===== config.mk =====
export PLATFORM = sky130hd
export DESIGN_NAME = ddrInitSeq
export DESIGN_NICKNAME = d
export VERILOG_FILES = /design/src/rtl/ddrInitPkg.sv /design/src/rtl/ddrInitCtrl.sv /design/src/rtl/ddrInitDatapath.sv /design/src/rtl/ddrInitSeq.sv
export SDC_FILE = /design/constraint.sdc
export NUM_CORES = 1
export LEC_CHECK = 0
export ABC_AREA = 1
export CORE_AREA = 4 4 84 86
export DETAILED_ROUTE_END_ITERATION = 16
export DIE_AREA = 0 0 88 90
export PLACE_DENSITY = 0.8
export SYNTH_ARGS = -nofsm -noshare
export SYNTH_HDL_FRONTEND = slang
export SYNTH_SLANG_ARGS = --single-unit
export TNS_END_PERCENT = 30

===== constraint.sdc =====
create_clock -name clk -period 5.15 [get_ports clk]
set_clock_uncertainty 0.1 [all_clocks]
set_input_delay 1.03 -clock clk [delete_from_list [all_inputs] [get_ports clk]]
set_output_delay 1.03 -clock clk [all_outputs]
set_load 0.05 [all_outputs]

===== src/rtl/ddrInitPkg.sv =====
package ddrInitPkg;

  typedef enum logic [2:0] {
    CMD_SELF_REFRESH = 3'd0,
    CMD_NOP          = 3'd1,
    CMD_PRECHARGE    = 3'd2,
    CMD_MRS          = 3'd3,
    CMD_EMRS         = 3'd4,
    CMD_REFRESH      = 3'd6,
    CMD_NORMAL       = 3'd7
  } cmdCodeE;

  typedef enum logic [1:0] {
    STEP_WAIT = 2'd0,
    STEP_CMD  = 2'd1,
    STEP_DONE = 2'd2,
    STEP_END  = 2'd3
  } stepKindE;

  localparam int MODE_W    = 12;
  localparam int OFFSET_W  = 14;
  localparam int UNITS_W   = 3;

  // burst 4 (010), interleaved (bit 3), CAS 2.5 (110 at 6:4)
  localparam logic [MODE_W-1:0] MODE_OPERATE   = 12'h06A;
  localparam logic [MODE_W-1:0] MODE_DLL_RESET = 12'h100;
  localparam logic [MODE_W-1:0] EXT_DLL_ON     = 12'h000;

  typedef struct packed {
    stepKindE            kind;
    cmdCodeE             code;
    logic [MODE_W-1:0]   modeBits;
    logic [UNITS_W-1:0]  units;
  } stepT;

  typedef struct packed {
    logic                loadMode;
    cmdCodeE             code;
    logic [MODE_W-1:0]   modeBits;
    logic                scanStep;
    logic                setDone;
  } ctrlStrobeT;

  function automatic logic [OFFSET_W-1:0] foldMode(input logic [MODE_W-1:0] m);
    return {m[11], m[9:0], 3'b000};
  endfunction

  function automatic logic carriesMode(input cmdCodeE c);
    return (c == CMD_MRS) || (c == CMD_EMRS);
  endfunction

endpackage


===== src/rtl/ddrInitCtrl.sv =====
module ddrInitCtrl
  import ddrInitPkg::*;
#(
  parameter int UNIT_TICKS    = 200,
  parameter int REFRESH_COUNT = 8
) (
  input  logic       clk,
  input  logic       rstN,
  input  logic       start,
  input  logic       tickIn,
  input  logic       lastRank,
  output ctrlStrobeT strobes
);

  localparam int MAX_UNITS  = 5;
  localparam int REF_FIRST  = 10;
  localparam int TAIL_FIRST = REF_FIRST + 2 * REFRESH_COUNT;
  localparam int SCRIPT_LEN = TAIL_FIRST + 6;
  localparam int PC_W       = $clog2(SCRIPT_LEN + 1);
  localparam int WAIT_W     = $clog2(MAX_UNITS * UNIT_TICKS + 1);

  typedef enum logic [2:0] {
    ST_IDLE, ST_EXEC, ST_WAIT, ST_SCAN, ST_FINISH
  } seqStateE;

  seqStateE            stateQ;
  logic [PC_W-1:0]     pcQ;
  logic [WAIT_W-1:0]   waitQ;
  stepT                curStep;

  function automatic stepT mkWait(input int n);
    stepT s;
    s.kind = STEP_WAIT; s.code = CMD_NOP; s.modeBits = '0; s.units = UNITS_W'(n);
    return s;
  endfunction

  function automatic stepT mkCmd(input cmdCodeE c, input logic [MODE_W-1:0] m);
    stepT s;
    s.kind = STEP_CMD; s.code = c; s.modeBits = m; s.units = '0;
    return s;
  endfunction

  function automatic stepT mkKind(input stepKindE k);
    stepT s;
    s.kind = k; s.code = CMD_NOP; s.modeBits = '0; s.units = '0;
    return s;
  endfunction

  function automatic stepT stepAt(input logic [PC_W-1:0] p);
    int i;
    i = int'(p);
    if (i < REF_FIRST) begin
      case (i)
        0:       return mkWait(2);
        1:       return mkCmd(CMD_NOP, '0);
        2:       return mkWait(3);
        3:       return mkCmd(CMD_PRECHARGE, '0);
        4:       return mkWait(3);
        5:       return mkCmd(CMD_EMRS, EXT_DLL_ON);
        6:       return mkWait(3);
        7:       return mkCmd(CMD_MRS, MODE_OPERATE | MODE_DLL_RESET);
        8:       return mkCmd(CMD_PRECHARGE, '0);
        default: return mkWait(3);
      endcase
    end else if (i < TAIL_FIRST) begin
      if (((i - REF_FIRST) % 2) == 0) return mkCmd(CMD_REFRESH, '0);
      return mkWait(3);
    end else begin
      case (i - TAIL_FIRST)
        0:       return mkCmd(CMD_MRS, MODE_OPERATE);
        1:       return mkCmd(CMD_NORMAL, '0);
        2:       return mkWait(3);
        3:       return mkKind(STEP_DONE);
        4:       return mkWait(MAX_UNITS);
        default: return mkKind(STEP_END);
      endcase
    end
  endfunction

  assign curStep = stepAt(pcQ);

  always_comb begin
    strobes.loadMode = (stateQ == ST_EXEC) && (curStep.kind == STEP_CMD);
    strobes.code     = curStep.code;
    strobes.modeBits = curStep.modeBits;
    strobes.scanStep = (stateQ == ST_SCAN);
    strobes.setDone  = (stateQ == ST_EXEC) && (curStep.kind == STEP_DONE);
  end

  always_ff @(posedge clk) begin
    if (!rstN) begin
      stateQ <= ST_IDLE;
      pcQ    <= '0;
      waitQ  <= '0;
    end else begin
      case (stateQ)
        ST_IDLE: begin
          if (start) begin
            pcQ    <= '0;
            stateQ <= ST_EXEC;
          end
        end
        ST_EXEC: begin
          case (curStep.kind)
            STEP_WAIT: begin
              waitQ  <= WAIT_W'(curStep.units) * WAIT_W'(UNIT_TICKS);
              stateQ <= ST_WAIT;
            end
            STEP_CMD: begin
              if (curStep.code == CMD_NORMAL) pcQ <= pcQ + 1'b1;
              else                            stateQ <= ST_SCAN;
            end
            STEP_DONE: pcQ <= pcQ + 1'b1;
            default:   stateQ <= ST_FINISH;
          endcase
        end
        ST_WAIT: begin
          if (tickIn) begin
            if (waitQ == WAIT_W'(1)) begin
              pcQ    <= pcQ + 1'b1;
              stateQ <= ST_EXEC;
            end else begin
              waitQ <= waitQ - 1'b1;
            end
          end
        end
        ST_SCAN: begin
          if (lastRank) begin
            pcQ    <= pcQ + 1'b1;
            stateQ <= ST_EXEC;
          end
        end
        default: stateQ <= ST_FINISH;
      endcase
    end
  end

endmodule


===== src/rtl/ddrInitDatapath.sv =====
module ddrInitDatapath
  import ddrInitPkg::*;
#(
  parameter int NUM_RANKS  = 4,
  parameter int BOUND_W    = 8,
  parameter int UNIT_SHIFT = 25
) (
  input  logic                          clk,
  input  logic                          rstN,
  input  ctrlStrobeT                    strobes,
  input  logic [NUM_RANKS*BOUND_W-1:0]  rankEnd,
  output logic                          lastRank,
  output logic [2:0]                    cmdMode,
  output logic                          cmdStrobe,
  output logic [BOUND_W+UNIT_SHIFT-1:0] cmdAddr,
  output logic                          initDone
);

  localparam int ADDR_W = BOUND_W + UNIT_SHIFT;
  localparam int IDX_W  = (NUM_RANKS > 1) ? $clog2(NUM_RANKS) : 1;

  logic [BOUND_W-1:0]  endArr [NUM_RANKS];
  logic [IDX_W-1:0]    rankIdxQ;
  logic [BOUND_W-1:0]  runStartQ;
  logic [OFFSET_W-1:0] offsetQ;
  logic [BOUND_W-1:0]  curEnd;
  logic                rankHit;
  logic [ADDR_W-1:0]   rankAddr;

  for (genvar g = 0; g < NUM_RANKS; g++) begin : g_unpack
    assign endArr[g] = rankEnd[g*BOUND_W +: BOUND_W];
  end

  assign curEnd   = endArr[rankIdxQ];
  assign rankHit  = curEnd > runStartQ;
  assign rankAddr = {runStartQ, {UNIT_SHIFT{1'b0}}} + ADDR_W'(offsetQ);
  assign lastRank = (rankIdxQ == IDX_W'(NUM_RANKS - 1));

  always_ff @(posedge clk) begin
    if (!rstN) begin
      cmdMode   <= 3'(CMD_SELF_REFRESH);
      cmdStrobe <= 1'b0;
      cmdAddr   <= '0;
      initDone  <= 1'b0;
      rankIdxQ  <= '0;
      runStartQ <= '0;
      offsetQ   <= '0;
    end else begin
      cmdStrobe <= 1'b0;
      if (strobes.loadMode) begin
        cmdMode   <= 3'(strobes.code);
        offsetQ   <= carriesMode(strobes.code) ? foldMode(strobes.modeBits) : '0;
        rankIdxQ  <= '0;
        runStartQ <= '0;
      end
      if (strobes.scanStep) begin
        if (rankHit) begin
          cmdStrobe <= 1'b1;
          cmdAddr   <= rankAddr;
          runStartQ <= curEnd;
        end
        rankIdxQ <= rankIdxQ + 1'b1;
      end
      if (strobes.setDone) initDone <= 1'b1;
    end
  end

endmodule


===== src/rtl/ddrInitSeq.sv =====
module ddrInitSeq
  import ddrInitPkg::*;
#(
  parameter int NUM_RANKS     = 4,
  parameter int BOUND_W       = 8,
  parameter int UNIT_SHIFT    = 25,
  parameter int UNIT_TICKS    = 200,
  parameter int REFRESH_COUNT = 8
) (
  input  logic                          clk,
  input  logic                          rstN,
  input  logic                          start,
  input  logic                          tickIn,
  input  logic [NUM_RANKS*BOUND_W-1:0]  rankEnd,
  output logic [2:0]                    cmdMode,
  output logic                          cmdStrobe,
  output logic [BOUND_W+UNIT_SHIFT-1:0] cmdAddr,
  output logic                          initDone
);

  ctrlStrobeT ctrlStrobes;
  logic       lastRank;

  ddrInitCtrl #(
    .UNIT_TICKS    (UNIT_TICKS),
    .REFRESH_COUNT (REFRESH_COUNT)
  ) ctrl_i (
    .clk      (clk),
    .rstN     (rstN),
    .start    (start),
    .tickIn   (tickIn),
    .lastRank (lastRank),
    .strobes  (ctrlStrobes)
  );

  ddrInitDatapath #(
    .NUM_RANKS  (NUM_RANKS),
    .BOUND_W    (BOUND_W),
    .UNIT_SHIFT (UNIT_SHIFT)
  ) dp_i (
    .clk       (clk),
    .rstN      (rstN),
    .strobes   (ctrlStrobes),
    .rankEnd   (rankEnd),
    .lastRank  (lastRank),
    .cmdMode   (cmdMode),
    .cmdStrobe (cmdStrobe),
    .cmdAddr   (cmdAddr),
    .initDone  (initDone)
  );

endmodule


==> metrics <==
# IOs between 70 and 80; total design power ~0.0018 W; vias in the first global route 3,058; ranking of synthesized cells by area dfxtp_1 32%, ha_1 8.6%, o21ai_0 8.5%; critical path capture point type register; CP Buf/Inv Count 5; Max Used Layer met4; sequential fraction of the synthesis area 0.316; core area 6280 um^2; Post-DRT Antenna Nets 0; latest clock arrival within the worst-skew pair 0.32 ns; n_diodes 0; fillers between 500 and 600; CP delay by family, top compound AO/OA/AOI/OAI gates; Final Hold Slack 0.379 ns; Startpoint Class register; Worst path max stage delay 0.61 ns; met2 wirelength from detailed routing roughly 4.0 mm; unrepaired setup endpoints after global routing false; Hold Crit Class register to register; synth-to-layout area growth 17.3%; Leak between 1.5 and 2 nW; routed vias 3,213; mapped cell area about 3400 um^2; Register Area 1060 um^2; total CTS buffers 5; full die area 7920 um^2; slew margin rel. 0.513; total of max-cap violations 0; Fmax 0.247 GHz; Final Hold Vio Count 0; Slew Limit Fails 0; routed wire length 8.33 mm; final core occ 0.627; Synth async-reset ratio 0; Netlist cell types 38; gp weighted congestion 0.883; cts repair resizes 0; status finished clean; CTS Hold Bufs 0; CTS Buffer Depth 2; PortBufs 53; initial antenna violation count 0; commonest non-fill, non-tap cell in the layout nand2_1; Setup Buffers After CTS 0; DRC 0; Initial Util 0.534; Mapped Cells 478; first-pass GRT wire length 13.9 mm; Worst-Margin Slew approximately 0.73 ns; Final Setup Violations 0; htree depth 2; Worst-path clk slew 0.10 ns; Synth Register Bits 53; Max rail drop VDD approximately 0.00029 V; final worst path period need ~4.1 ns; # rows 29; critical path fanouts, max 11; wl on met1 between 3 and 4 mm; Yosys top cell by area dfxtp_1; Setup CP Type register to register; DR WL met3 382 um; drt pass-1 iters 4; DR vias/cell 5.33; detailed placer's ending HPWL 6.50 mm; WP data arrival about 4.2 ns; CTS Root Cell clkbuf_8; commonest cells after routing, fill and taps aside 64 x nand2_1, 57 x o21ai_0, 56 x nor2_1; Tcrit/Tclk final 0.787; multi-input logic area 1900 um^2; Total Nets Final between 500 and 600; Synth top area share 0.316; CTS tree done; crit-path cells inv_1, ha_1, inv_1, nand3_1, nand2_2, nand2_1, a21oi_1, nand3_1, nand2_1, inv_1, nand3_1, o21ai_0, o21a_1, inv_1, ha_1, nand2_1, a21oi_1, clkinv_1, a21oi_1, o21ai_0, a21oi_1; All-Layer GR Usage 0.215; flop-to-flop setup slack 1.10 ns; Yosys warnings 0; final setup TNS 0 ns; Post-synth EDFFs 0; CTS Sinks 53; pin count of the biggest net entering global routing 26; CP Data Required Time 5.30 ns; DR iter-0 viols 207; PwrDens 446 nW/um^2; remaining global-route overflow 0; critical-path cell with the highest stage delay a21oi_1; Avg Cell Area, Syn 7.02 um^2; chip height about 90 um; per-cell routed wire length 13.8 um; Main synth FF type dfxtp_1; share of layout cells above drive strength 1 0.0856; Die Width between 80 and 90 um
per-stage QoR:
stage / std cells / instance area [um^2] / setup slack [ns]
final: 603 / 3940 / 1.10
after global routing: 603 / 3940 / 0.723
after CTS: 603 / 3940 / 1.20
after detailed placement: 595 / 3840 / 1.21
after global placement: 595 / 3840 / 1.54
after floorplan: 497 / 3430 / 2.11
power by group:
| group | leakage [nW] | switching (W) | internal [W] |
|---|---|---|---|
| logic | 1.21 | 0.000639 | 0.000303 |
| clock network | 0.0447 | 0.000154 | 0.0000985 |
| registers | 0.431 | 0.0000674 | 0.000494 |
area by class of cell:
cell class | count | area share
timing repair buffer | 54 | 0.137
multi-input combinational | 346 | 0.483
clock buffer | 5 | 0.0175
tap | 77 | 0.0245
inverter | 65 | 0.0620
sequential | 53 | 0.270
clock inverter | 3 | 0.00636
logic make-up after synthesis:
family          after synthesis  synth area share
fa+ha+maj                    23            0.0858
buf+inv                      98             0.138
xor+xnor                      4            0.0104
simple gates                181             0.251
compound gates              118             0.198
flops                        53             0.316
other cells                   1           0.00112
Yosys cell counts, types with 2 or more instances:
cell type  instances
nor2_4             2
nand3_1           26
dfxtp_1           53
o31ai_1            2
a21oi_1           31
nand3_2            5
nor2_2             6
a221oi_1           2
o21ai_0           57
nand2_1           64
nor2_1            56
inv_2              8
clkinv_1           4
inv_1             53
a211oi_1           3
xor2_1             3
buf_4             23
a31oi_1            5
o21ai_2            2
nand2_2            7
clkbuf_1           9
o211ai_1           4
ha_1              23
nor3_1             5
nand2_4            2
nand4_1            4
o22ai_1            8
path summary, 6_finish.rpt:
kind	end	from	cells after the start
worst max-delay path	ctrl_i.waitQ[9]$_SDFFE_PN0P_	ctrl_i.pcQ[1]$_SDFFE_PN0N_	21
worst max register to register	ctrl_i.waitQ[9]$_SDFFE_PN0P_	ctrl_i.pcQ[1]$_SDFFE_PN0N_	21
worst min register to register	dp_i.cmdMode[2]$_SDFFE_PN0P_	dp_i.cmdMode[2]$_SDFFE_PN0P_	2
worst min-delay path	dp_i.cmdMode[2]$_SDFFE_PN0P_	dp_i.cmdMode[2]$_SDFFE_PN0P_	2
layer usage:
| layer | vias up | track usage |
|---|---|---|
| li1 | 1626 | - |
| met1 | 1486 | 0.278 |
| met2 | 83 | 0.354 |
| met3 | 18 | 0.0430 |
| met4 | 0 | 0.0716 |
| met5 | - | 0 |
worst register-to-register path, cell delays in order, from the launching register on:
cell and delay, ns:
dfxtp_1 0.43, inv_1 0.12, ha_1 0.22, inv_1 0.12, nand3_1 0.10, nand2_2 0.11, nand2_1 0.07, a21oi_1 0.28
nand3_1 0.18, nand2_1 0.10, inv_1 0.05, nand3_1 0.08, o21ai_0 0.09, o21a_1 0.13, inv_1 0.08, ha_1 0.17
nand2_1 0.08, a21oi_1 0.61, clkinv_1 0.43, a21oi_1 0.21, o21ai_0 0.11, a21oi_1 0.13
Note: power is estimated with default switching activity, not from simulation.
